[src/rtl/trap_integ_pkg.sv]
package trap_integ_pkg;

    typedef enum logic {
        MODE_RECT = 1'b0,
        MODE_TRAP = 1'b1
    } integ_mode_e;

endpackage

[src/rtl/tin_window_ctl.sv]
module tin_window_ctl
    import trap_integ_pkg::*;
#(
    parameter int SAMPLE_W = 16
) (
    input  logic                clk,
    input  logic                rst,
    input  logic                clear,
    input  logic                in_valid,
    input  logic [SAMPLE_W-1:0] sample,
    input  integ_mode_e         mode_in,
    output integ_mode_e         eff_mode,
    output logic                eff_first,
    output logic [SAMPLE_W-1:0] prev_sample,
    output integ_mode_e         mode_q,
    output logic                prev_valid_q
);

    typedef struct packed {
        integ_mode_e         mode;
        logic [SAMPLE_W-1:0] prev;
        logic                prev_valid;
    } wctl_t;

    wctl_t st_d, st_q;

    always_comb begin
        st_d = st_q;
        if (clear) begin
            st_d.mode       = mode_in;
            st_d.prev_valid = 1'b0;
        end
        if (in_valid) begin
            st_d.prev       = sample;
            st_d.prev_valid = 1'b1;
        end
    end

    always_ff @(posedge clk) begin
        if (rst) begin
            st_q <= '{mode: MODE_RECT, prev: '0, prev_valid: 1'b0};
        end else begin
            st_q <= st_d;
        end
    end

    // the rule and first-sample status that apply to the sample of this cycle
    assign eff_mode     = clear ? mode_in : st_q.mode;
    assign eff_first    = clear | ~st_q.prev_valid;
    assign prev_sample  = st_q.prev;
    assign mode_q       = st_q.mode;
    assign prev_valid_q = st_q.prev_valid;

    AST_MODE_HOLD: assert property (@(posedge clk) disable iff (rst)
        !clear |=> $stable(mode_q));

endmodule

[src/rtl/tin_increment.sv]
module tin_increment
    import trap_integ_pkg::*;
#(
    parameter int SAMPLE_W = 16,
    parameter int INC_W    = SAMPLE_W + 1
) (
    input  integ_mode_e               eff_mode,
    input  logic                      eff_first,
    input  logic        [SAMPLE_W-1:0] sample,
    input  logic        [SAMPLE_W-1:0] prev_sample,
    output logic signed [INC_W-1:0]   inc
);

    logic signed [INC_W-1:0] cur_x;
    logic signed [INC_W-1:0] prev_x;

    always_comb begin
        cur_x  = INC_W'($signed(sample));
        prev_x = INC_W'($signed(prev_sample));
        // increments are in half units: the mean (p+s)/2 becomes p+s
        if (eff_mode == MODE_RECT) begin
            inc = cur_x <<< 1;
        end else if (eff_first) begin
            inc = '0;
        end else begin
            inc = prev_x + cur_x;
        end
    end

endmodule

[src/rtl/tin_sat_accum.sv]
module tin_sat_accum #(
    parameter int ACC_W = 28,
    parameter int INC_W = 17
) (
    input  logic                    clk,
    input  logic                    rst,
    input  logic                    clear,
    input  logic                    in_valid,
    input  logic signed [INC_W-1:0] inc,
    output logic        [ACC_W-1:0] acc,
    output logic                    out_valid,
    output logic                    ovf
);

    localparam logic [ACC_W-1:0] ACC_MAX = {1'b0, {(ACC_W-1){1'b1}}};
    localparam logic [ACC_W-1:0] ACC_MIN = {1'b1, {(ACC_W-1){1'b0}}};

    typedef struct packed {
        logic [ACC_W-1:0] acc;
        logic             vld;
        logic             ovf;
    } acc_t;

    acc_t st_d, st_q;
    logic [ACC_W-1:0] base_w;
    logic [ACC_W:0]   sum_w;

    always_comb begin
        st_d     = st_q;
        base_w   = clear ? '0 : st_q.acc;
        st_d.acc = base_w;
        st_d.ovf = clear ? 1'b0 : st_q.ovf;
        st_d.vld = in_valid;
        sum_w    = {base_w[ACC_W-1], base_w}
                 + {{(ACC_W+1-INC_W){inc[INC_W-1]}}, inc};
        if (in_valid) begin
            if (sum_w[ACC_W] != sum_w[ACC_W-1]) begin
                st_d.acc = sum_w[ACC_W] ? ACC_MIN : ACC_MAX;
                st_d.ovf = 1'b1;
            end else begin
                st_d.acc = sum_w[ACC_W-1:0];
            end
        end
    end

    always_ff @(posedge clk) begin
        if (rst) begin
            st_q <= '{acc: '0, vld: 1'b0, ovf: 1'b0};
        end else begin
            st_q <= st_d;
        end
    end

    assign acc       = st_q.acc;
    assign out_valid = st_q.vld;
    assign ovf       = st_q.ovf;

    AST_OVF_STICKY: assert property (@(posedge clk) disable iff (rst)
        ovf && !clear |=> ovf);
    AST_CLEAR_ZERO: assert property (@(posedge clk) disable iff (rst)
        clear && !in_valid |=> acc == '0 && !ovf);
    AST_IDLE_HOLD: assert property (@(posedge clk) disable iff (rst)
        !clear && !in_valid |=> $stable(acc) && !out_valid);

endmodule

[src/rtl/trap_integrator.sv]
module trap_integrator
    import trap_integ_pkg::*;
#(
    parameter int SAMPLE_W   = 16,
    parameter int MAX_WINDOW = 1024,
    localparam int LOG_W     = $clog2(MAX_WINDOW),
    localparam int ACC_W     = SAMPLE_W + LOG_W + 2,
    localparam int INC_W     = SAMPLE_W + 1
) (
    input  logic                clk,
    input  logic                rst,
    input  logic                clear,
    input  logic                in_valid,
    input  logic [SAMPLE_W-1:0] in_sample,
    input  logic                mode_sel,
    output logic [ACC_W-1:0]    integral,
    output logic                out_valid,
    output logic                overflow
);

    integ_mode_e             eff_mode;
    integ_mode_e             mode_q;
    logic                    eff_first;
    logic                    prev_valid_q;
    logic [SAMPLE_W-1:0]     prev_sample;
    logic signed [INC_W-1:0] inc;

    tin_window_ctl #(.SAMPLE_W(SAMPLE_W)) u_wctl (
        .clk          (clk),
        .rst          (rst),
        .clear        (clear),
        .in_valid     (in_valid),
        .sample       (in_sample),
        .mode_in      (integ_mode_e'(mode_sel)),
        .eff_mode     (eff_mode),
        .eff_first    (eff_first),
        .prev_sample  (prev_sample),
        .mode_q       (mode_q),
        .prev_valid_q (prev_valid_q)
    );

    tin_increment #(.SAMPLE_W(SAMPLE_W), .INC_W(INC_W)) u_inc (
        .eff_mode    (eff_mode),
        .eff_first   (eff_first),
        .sample      (in_sample),
        .prev_sample (prev_sample),
        .inc         (inc)
    );

    tin_sat_accum #(.ACC_W(ACC_W), .INC_W(INC_W)) u_acc (
        .clk       (clk),
        .rst       (rst),
        .clear     (clear),
        .in_valid  (in_valid),
        .inc       (inc),
        .acc       (integral),
        .out_valid (out_valid),
        .ovf       (overflow)
    );

    AST_FIRST_NO_AREA: assert property (@(posedge clk) disable iff (rst)
        in_valid && !clear && mode_q == MODE_TRAP && !prev_valid_q
        |=> $stable(integral));
    AST_FIRST_AT_CLEAR: assert property (@(posedge clk) disable iff (rst)
        in_valid && clear && mode_sel |=> integral == '0);
    AST_VALID_PULSE: assert property (@(posedge clk) disable iff (rst)
        in_valid |=> out_valid);

endmodule

[config.mk]
export PLATFORM = sky130hd
export DESIGN_NAME = trap_integrator
export DESIGN_NICKNAME = d
export VERILOG_FILES = /design/src/rtl/trap_integ_pkg.sv /design/src/rtl/tin_window_ctl.sv /design/src/rtl/tin_increment.sv /design/src/rtl/tin_sat_accum.sv /design/src/rtl/trap_integrator.sv
export SDC_FILE = /design/constraint.sdc
export NUM_CORES = 1
export LEC_CHECK = 0
export ABC_AREA = 1
export BUFFER_PORTS_ARGS = -buffer_cell sky130_fd_sc_hd__buf_2
export CORE_MARGIN = 10
export CORE_UTILIZATION = 50
export CTS_CLUSTER_DIAMETER = 100
export DETAILED_ROUTE_END_ITERATION = 8
export PLACE_DENSITY_LB_ADDON = 0.12
export SKIP_LAST_GASP = 1
export SYNTH_ARGS = -nofsm -noshare
export SYNTH_HDL_FRONTEND = slang
export SYNTH_SLANG_ARGS = --single-unit
[constraint.sdc]
create_clock -name clk -period 5.9 [get_ports clk]
set_input_delay 0.59 -clock clk [delete_from_list [all_inputs] [get_ports clk]]
set_output_delay 0.59 -clock clk [all_outputs]
set_load 0.01 [all_outputs]
==> impl_metrics.json, run 1 <==
{
  "worstSkewPairLatency_ns": 0.33,
  "ys_types": 46,
  "fin_tns_setup_ns": 0,
  "path_cells": "buf_2 -> inv_2 -> nand2_1 -> nor2_2 -> inv_1 -> nor2_1 -> ha_1 -> inv_1 -> fa_1 -> o21ai_1 -> a21oi_1 -> o21ai_1 -> a21boi_1 -> o21ai_1 -> nand3_1 -> nor2_1 -> nand2_1 -> nand4_1 -> nand2_1 -> nand2_2 -> nand3_1 -> a21oi_2",
  "layout_commonest_cell": "nand2_1",
  "gp_congestion": 0.8997,
  "final.setup_skew_ns": 0.01541,
  "power_mw": 1.018,
  "maxSlewViolCount": 0,
  "timing.final.ws_setup_ns": 0.9779,
  "drv_cap": 0,
  "cts-root-buf": "clkbuf_8",
  "crit_cells": 22,
  "worstPathBufferInverterCount": 4,
  "critPathMaxFanout": 26,
  "routed-wl-met2_mm": 5.236,
  "rows": 34,
  "grt_max_degree": 46,
  "powerDensity_nw_per_um2": 204.6,
  "grt_usage_pct": 18.62,
  "timing.fmax_mhz": 203.2,
  "placedCellCount": 855,
  "cts_setup_buffers": 0,
  "drt_iter0_markers": 360,
  "cts_tree": "yes",
  "r2r_end": "u_acc.acc[11]",
  "antenna_found_initial": 0,
  "htree_levels": 2,
  "wl_per_cell_um": 14.00,
  "cts.sinks": 48,
  "min_path_cells": 2,
  "cp_top_family": "simple AND/OR/NAND/NOR gates",
  "ys_seq_area_share_pct": 20.90,
  "cp-endpoint": "u_acc.acc[21]",
  "endpoint_kind": "flip-flop",
  "cp.required_ns": 6.16,
  "drc_errors": 0,
  "ios": 51,
  "critPathSlowestCell": "nand2_2",
  "r2r_slack_ns": 1.42,
  "r2r_cells": 29,
  "worstSetupPathType": "input port to flip-flop",
  "nNetsFinal": 816,
  "wl_met3_um": 653,
  "r2r-start": "u_wctl.prev_sample[2]",
  "final.fill_count": 930,
  "die_width_um": 115.9,
  "die_y_um": 115.9,
  "peakVddDrop_mv": 0.1434,
  "place_ws_ns": 0.6510,
  "fin_hold_ws_ns": 0.5033,
  "holdCritPathClass": "flip-flop to flip-flop",
  "startpoint": "clear",
  "antenna_cells": 0,
  "grt-ovfl-total": 0,
  "grt_setup_unrepaired": "no",
  "drt_wl_total_mm": 12.08,
  "maxSlewHeadroom_pct": 28.16,
  "cp-start-kind": "input port",
  "port_buffers": 50,
  "status": "complete, no violations",
  "antenna_left": 0,
  "post-route-cell-area_um2": 4975,
  "syn_area_per_cell_um2": 6.413,
  "synth_area_um2": 4598,
  "finish.utilization_pct": 56.22,
  "final_cell_mix": "nand2_1, inv_1, nor2_1",
  "hold_violations": 0,
  "drive_gt1_share_pct": 16.95,
  "synth_fp_nets": 779,
  "instances_no_fill": 863,
  "dieArea_um2": 13430,
  "initial_core_util_pct": 51.97,
  "cts-buffers-inserted": 5,
  "viasPerCell": 5.344,
  "core_area_um2": 8848,
  "syn_inst": 717,
  "setup_viol": 0,
  "worst_ep_arrival_time_ns": 5.18,
  "period_needed_ns": 4.922,
  "postCtsHoldBufs": 0,
  "vias": 4612,
  "ys_ff_latch": 48,
  "clk_path_buf_depth": 2,
  "grt_pass1_wl_mm": 20.80,
  "drtPass1Iterations": 5,
  "place_hpwl_mm": 9.094,
  "tightest_slew_ns": 1.071,
  "min_period_over_period_pct": 83.43,
  "clkTransAtPathRegs_ns": 0.10,
  "grt_pass1_vias": 4395,
  "dpl_cell_area_um2": 4863,
  "syn_to_final_growth_pct": 8.190,
  "yosysWarnings": 0,
  "leakagePower_nw": 2.685,
  "max_stage_delay_ns": 0.42,
  "wl_met1_mm": 6.010,
  "top_layer": "met4",
  "cts-resized-gates": 0
}
## kinds of logic after synthesis
logic type / after synthesis / share of synthesized area [%]
AO/OA/AOI/OAI: 147 / 18.80
XOR/XNOR: 28 / 5.333
adder cells (fa/ha/maj): 41 / 11.48
buffers and inverters: 118 / 10.69
flip-flops: 48 / 20.90
AND/OR/NAND/NOR: 335 / 32.79
## per-layer routing
layer  vias to the layer above  GRT usage (%)
met5                         -              0
met4                         0          5.254
met3                        18          3.101
met2                       109          29.88
met1                      2085          25.12
li1                       2400              -
## registers in the layout, indices dropped and copies added, names as in the netlist
name and cells:
u_wctl.prev_sample 16, u_acc.ovf 1, u_acc.acc 28, u_wctl.prev_valid_q 1, u_wctl.mode_q 1, u_acc.out_valid 1
## final cells by class
class,count,area (um2),share of cell area [%]
clock buffer,5,68.82,1.383
tap,108,135.1,2.716
sequential,48,960.9,19.32
timing repair buffer,51,257.7,5.181
inverter,97,364.1,7.319
multi-input combinational,551,3146,63.23
clock inverter,3,42.54,0.8551
## Yosys cell counts, drive strengths merged
master   instances  area, um2
nand2          188      815.8
inv             96      360.3
nor2            87      351.6
a21oi           69      420.4
o21ai           58      290.3
dfxtp           48      960.9
nand3           44      237.7
ha              39      488.0
xor2            17      148.9
clkbuf          13      48.80
xnor2           11      96.34
buf              8      78.82
or2              7      43.80
a31oi            4      25.02
nand4            4      25.02
a32o             3      30.03
nor3             3      20.02
a21boi           2      15.02
fa               2      40.04
o2111ai          2      17.52
o21bai           2      15.01
o22ai            2      12.51
o31ai            2      15.01
a211oi           1      7.510
a21o             1      7.510
a22o             1      8.760
and2             1      6.260
clkinv           1      3.750
nand3b           1      7.510
## worst min path at each step
stage                           startpoint                      to  slack, ns
floorplan           u_wctl.prev_sample[10]  u_wctl.prev_sample[10]       0.47
global placement                 u_acc.ovf               u_acc.ovf       0.46
detailed placement               u_acc.ovf               u_acc.ovf       0.49
CTS                              u_acc.ovf               u_acc.ovf       0.51
global route                     u_acc.ovf               u_acc.ovf       0.53
finish                           u_acc.ovf               u_acc.ovf       0.50
## power breakdown
group / switching (mW) / internal [mW]
Combinational: 0.254 / 0.142
Clock: 0.129 / 0.126
Sequential: 0.0145 / 0.353
Total: 0.397 / 0.620
## tightest hold or removal path, delay by kind of cell, from the launching register on
kind	cells	cell delay, ns
simple gates	2	0.15
flops	1	0.33
No activity file was read; power rests on OpenSTA's default activity.
==> run 2: changes to the inputs <==
==> constraint.sdc (replaced) <==
create_clock -name clk -period 4.7 [get_ports clk]
set_input_delay 0.47 -clock clk [delete_from_list [all_inputs] [get_ports clk]]
set_output_delay 0.47 -clock clk [all_outputs]
set_load 0.01 [all_outputs]
==> impl_metrics.json, run 2 (synthesis results as in run 1) <==
{
  "status": "complete, no violations",
  "period_needed_ns": 4.248,
  "setup_viol": 0,
  "antenna_cells": 0,
  "instances_no_fill": 870,
  "grt_pass1_vias": 4459,
  "grt_max_degree": 46,
  "place_hpwl_mm": 9.268,
  "port_buffers": 50,
  "drv_cap": 0,
  "drive_gt1_share_pct": 17.98,
  "min-delay-start": "in_sample[4]",
  "peakVddDrop_mv": 0.1568,
  "core_area_um2": 8848,
  "r2r-start": "u_wctl.prev_sample[2]",
  "gp_congestion": 0.9291,
  "worstSetupPathType": "flip-flop to flip-flop",
  "viasPerCell": 5.330,
  "rows": 34,
  "power_frac_seq_pct": 35.9,
  "antenna_found_initial": 0,
  "cp.required_ns": 4.88,
  "hold_violations": 0,
  "p_sw_share_pct": 38.91,
  "clk_path_buf_depth": 2,
  "cts.sinks": 48,
  "max_stage_delay_ns": 0.35,
  "maxSlewHeadroom_pct": 43.94,
  "grt_usage_pct": 18.60,
  "intPower_uw": 785.9,
  "drc_errors": 0,
  "drtPass1Iterations": 5,
  "maxSlewViolCount": 0,
  "placedCellCount": 862,
  "fin_hold_ws_ns": 0.4175,
  "startpoint": "u_wctl.prev_sample[2]",
  "htree_levels": 2,
  "ios": 51,
  "cts-root-buf": "clkbuf_8",
  "final_cell_mix": "nand2_1, inv_1, nor2_1",
  "worstSkewPairLatency_ns": 0.31,
  "fin_tns_setup_ns": 0,
  "cts-buffers-inserted": 5,
  "grt_pass1_wl_mm": 20.84,
  "layout_commonest_cell": "nand2_1",
  "min_period_over_period_pct": 90.37,
  "pwr-share-clk_pct": 24.5,
  "final.setup_skew_ns": 0.01137,
  "cts_setup_buffers": 0,
  "vias": 4637,
  "drt_wl_total_mm": 12.36,
  "cp-start-kind": "flip-flop",
  "largest_reg_flops": 28,
  "postCtsHoldBufs": 0,
  "powerDensity_nw_per_um2": 254.9,
  "critPathSlowestCell": "ha_1",
  "grt-ovfl-total": 0,
  "die_y_um": 115.9,
  "worst_ep_arrival_time_ns": 4.43,
  "endpoint_kind": "flip-flop",
  "leakagePower_nw": 2.725,
  "holdCritPathClass": "input port to flip-flop",
  "cp_common_cell": "nand2_1",
  "drt_iter0_markers": 290,
  "dieArea_um2": 13430,
  "wl_per_cell_um": 14.21,
  "nNetsFinal": 823,
  "timing.fmax_mhz": 235.4,
  "finish.utilization_pct": 57.04,
  "grt_setup_unrepaired": "no",
  "clkTransAtPathRegs_ns": 0.10,
  "critPathMaxFanout": 14,
  "cts_tree": "yes",
  "tightest_slew_ns": 0.8399,
  "syn_to_final_growth_pct": 9.769,
  "p_switching_uw": 500.5,
  "die_width_um": 115.9,
  "antenna_left": 0,
  "initial_core_util_pct": 51.97,
  "p_comb_share_pct": 39.7
}
-- run 2: cell count changes in the layout (fill, tap and decap cells not counted), sizes merged --
cell,before,now
clkinv,2,3
buf,51,58
inv,96,95
-- run 2: what timing repair did --
action | in CTS | in global routing
gates resized for setup | 0 | 5
endpoints found under the setup margin | 0 | 26
hold endpoints to repair | 0 | 0
-- run 2: cell type report --
type / instances / area (um2)
clock buffers: 5 / 68.82
repair buffers: 58 / 317.8
clock inverters: 3 / 42.54
flip-flops and latches: 48 / 960.9
inverters: 97 / 365.4
multi-input cells: 551 / 3157
well taps: 108 / 135.1
fillers: 905 / 3801
-- run 2: final timing paths --
path,endpoint,slack (ns),depth (start not counted)
worst max register to register,u_acc.acc[15],0.45,30
worst min-delay path,u_wctl.prev_sample[4],0.42,3
worst min register to register,u_acc.ovf,0.49,2
worst max-delay path,u_acc.acc[15],0.45,30
-- run 2: layer usage --
| layer | track usage (%) | wire length [um] |
|---|---|---|
| met5 | 0 | 0 |
| met2 | 30.64 | 5527 |
| met1 | 24.96 | 6147 |
| met3 | 2.997 | 595 |
| met4 | 4.003 | 94 |
-- run 2: stage by stage --
stage          cell area (um2)  worst slack, ns  total power, mW
6_report                  5047           0.4525            1.286
5_1_grt                   5047         0.004313            1.382
4_1_cts                   5027           0.3890            1.293
3_5_place_dp              4916          0.09348           0.9728
3_3_place_gp              4916           0.2114           0.9645
2_1_floorplan             4598           0.7191           0.8544
-- run 2: power by group through the flow --
stage          logic, mW  registers [mW]  clock network, mW
2_1_floorplan      0.375           0.480                  0
3_3_place_gp       0.495           0.470                  0
3_5_place_dp       0.502           0.471                  0
4_1_cts            0.505           0.462              0.326
5_1_grt            0.577           0.466              0.339
6_report           0.510           0.462              0.315
-- run 2: critical path, delay by kind of cell, from the launching register on --
| kind | cells | cell delay, ns |
|---|---|---|
| compound gates | 7 | 1.00 |
| simple gates | 17 | 1.70 |
| flops | 1 | 0.33 |
| buf+inv | 4 | 0.43 |
| fa+ha+maj | 2 | 0.68 |
==> run 3: changes to the inputs <==
--- a/config.mk
+++ b/config.mk
@@ -7,7 +7,7 @@
 export LEC_CHECK = 0
 export ABC_AREA = 1
 export BUFFER_PORTS_ARGS = -buffer_cell sky130_fd_sc_hd__buf_2
-export CORE_MARGIN = 10
+export CORE_MARGIN = 2
 export CORE_UTILIZATION = 50
 export CTS_CLUSTER_DIAMETER = 100
 export DETAILED_ROUTE_END_ITERATION = 8
==> impl_metrics.json, run 3 (synthesis results as in run 1) <==
{
  "nNetsFinal": 824,
  "layout_commonest_cell": "nand2_1",
  "peakVddDrop_mv": 0.1356,
  "grt_usage_pct": 24.86,
  "largest_reg_flops": 28,
  "timing.fmax_mhz": 234.3,
  "period_needed_ns": 4.269,
  "cts.sinks": 48,
  "wl_per_cell_um": 13.48,
  "pwr-share-clk_pct": 26.0,
  "antenna_cells": 0,
  "r2r_cells": 30,
  "cp.required_ns": 4.88,
  "p_switching_uw": 491.5,
  "grt_pass1_vias": 4432,
  "final.fill_count": 906,
  "cts-buffers-inserted": 5,
  "dieArea_um2": 9979,
  "rows": 34,
  "worstSkewPairLatency_ns": 0.31,
  "syn_to_final_growth_pct": 10.23,
  "p_sw_share_pct": 37.54,
  "cts_tree": "yes",
  "cts-root-buf": "clkbuf_8",
  "cp_common_cell": "nand2_1",
  "die_width_um": 99.90,
  "viasPerCell": 5.303,
  "tightest_slew_ns": 0.8613,
  "grt_setup_unrepaired": "no",
  "intPower_uw": 817.8,
  "met3_usage_pct": 2.925,
  "core_area_um2": 8806,
  "port_buffers": 50,
  "p_comb_share_pct": 38.8,
  "grt-busiest-layer": "met2",
  "grt_max_degree": 46,
  "antenna_found_initial": 0,
  "drtPass1Iterations": 5,
  "hold_violations": 0,
  "leakagePower_nw": 2.737,
  "setup_viol": 0,
  "clkTransAtPathRegs_ns": 0.10,
  "grtUsageMet1_pct": 35.49,
  "fin_hold_ws_ns": 0.4133,
  "antenna_left": 0,
  "vias": 4619,
  "cts_setup_buffers": 0,
  "drt_iter0_markers": 239,
  "final.setup_skew_ns": 0.008925,
  "worst_ep_arrival_time_ns": 4.45,
  "critPathMaxFanout": 6,
  "initial_core_util_pct": 52.22,
  "gp_congestion": 0.9106,
  "min_period_over_period_pct": 90.83,
  "worstSetupPathType": "flip-flop to flip-flop",
  "status": "complete, no violations",
  "drive_gt1_share_pct": 17.96,
  "fin_tns_setup_ns": 0,
  "die_y_um": 99.90,
  "maxSlewHeadroom_pct": 42.58,
  "power_frac_seq_pct": 35.2,
  "grt-ovfl-total": 0,
  "ios": 51,
  "endpoint_kind": "flip-flop",
  "holdCritPathClass": "input port to flip-flop",
  "cp-start-kind": "flip-flop",
  "drc_errors": 0,
  "final_cell_mix": "nand2_1, inv_1, nor2_1",
  "clk_path_buf_depth": 2,
  "gr-usage-met2_pct": 38.72,
  "min_path_cells": 3,
  "r2r_slack_ns": 0.43,
  "htree_levels": 2,
  "place_hpwl_mm": 8.685,
  "drv_cap": 0,
  "max_stage_delay_ns": 0.35,
  "drt_wl_total_mm": 11.74,
  "powerDensity_nw_per_um2": 258.3,
  "critPathSlowestCell": "ha_1",
  "grt_pass1_wl_mm": 20.36,
  "maxSlewViolCount": 0
}
==> run 3: metrics by stage <==
step           cell area, um2  util [%]  power [mW]  instances  setup WS, ns
2_1_floorplan            4598         -      0.8544        717        0.7191
3_3_place_gp             4923     55.91      0.9629        863        0.2027
3_5_place_dp             4923     55.91      0.9691        863        0.1144
4_1_cts                  5050     57.35       1.317        871        0.3735
5_1_grt                  5069     57.56       1.409        871      0.009746
6_report                 5069     57.56       1.309        871        0.4311
==> run 3: worst max-delay path, delay by kind of cell (launching register included) <==
| family | cells | cell delay [ns] |
|---|---|---|
| buffers and inverters | 4 | 0.44 |
| AO/OA/AOI/OAI | 7 | 0.97 |
| adder cells (fa/ha/maj) | 2 | 0.68 |
| flip-flops | 1 | 0.33 |
| AND/OR/NAND/NOR | 17 | 1.70 |
==> run 3: path summary, 6_finish.rpt <==
check	start	to
setup / recovery	u_wctl.prev_sample[2]	u_acc.acc[24]
hold reg to reg	u_acc.ovf	u_acc.ovf
hold / removal	in_sample[2]	u_wctl.prev_sample[2]
setup reg to reg	u_wctl.prev_sample[2]	u_acc.acc[24]
==> run 3: layout make-up <==
type | count | area, um2 | share of cell area, %
multi-input cells | 551 | 3152 | 62.18
flip-flops and latches | 48 | 960.9 | 18.96
inverters | 97 | 365.4 | 7.208
repair buffers | 59 | 329.1 | 6.492
well taps | 108 | 135.1 | 2.666
clock buffers | 7 | 96.34 | 1.901
clock inverters | 1 | 30.03 | 0.5924
==> run 3: repair_timing <==
item / CTS / global route
resized for setup: 0 / 6
endpoints found under the setup margin: 0 / 26
hold buffers: 0 / 0
==> run 3: layer usage <==
metal	share of wire (%)	up-vias
met5	0	-
met4	2.3	0
met3	6.0	24
met2	43	130
met1	49	2061
li1	-	2404
==> run 3: power groups by stage <==
stage | logic [mW] | registers (mW) | clock network, mW
floorplan | 0.375 | 0.480 | 0
global placement | 0.493 | 0.470 | 0
detailed placement | 0.498 | 0.471 | 0
CTS | 0.502 | 0.461 | 0.353
global route | 0.576 | 0.465 | 0.367
finish | 0.508 | 0.461 | 0.341
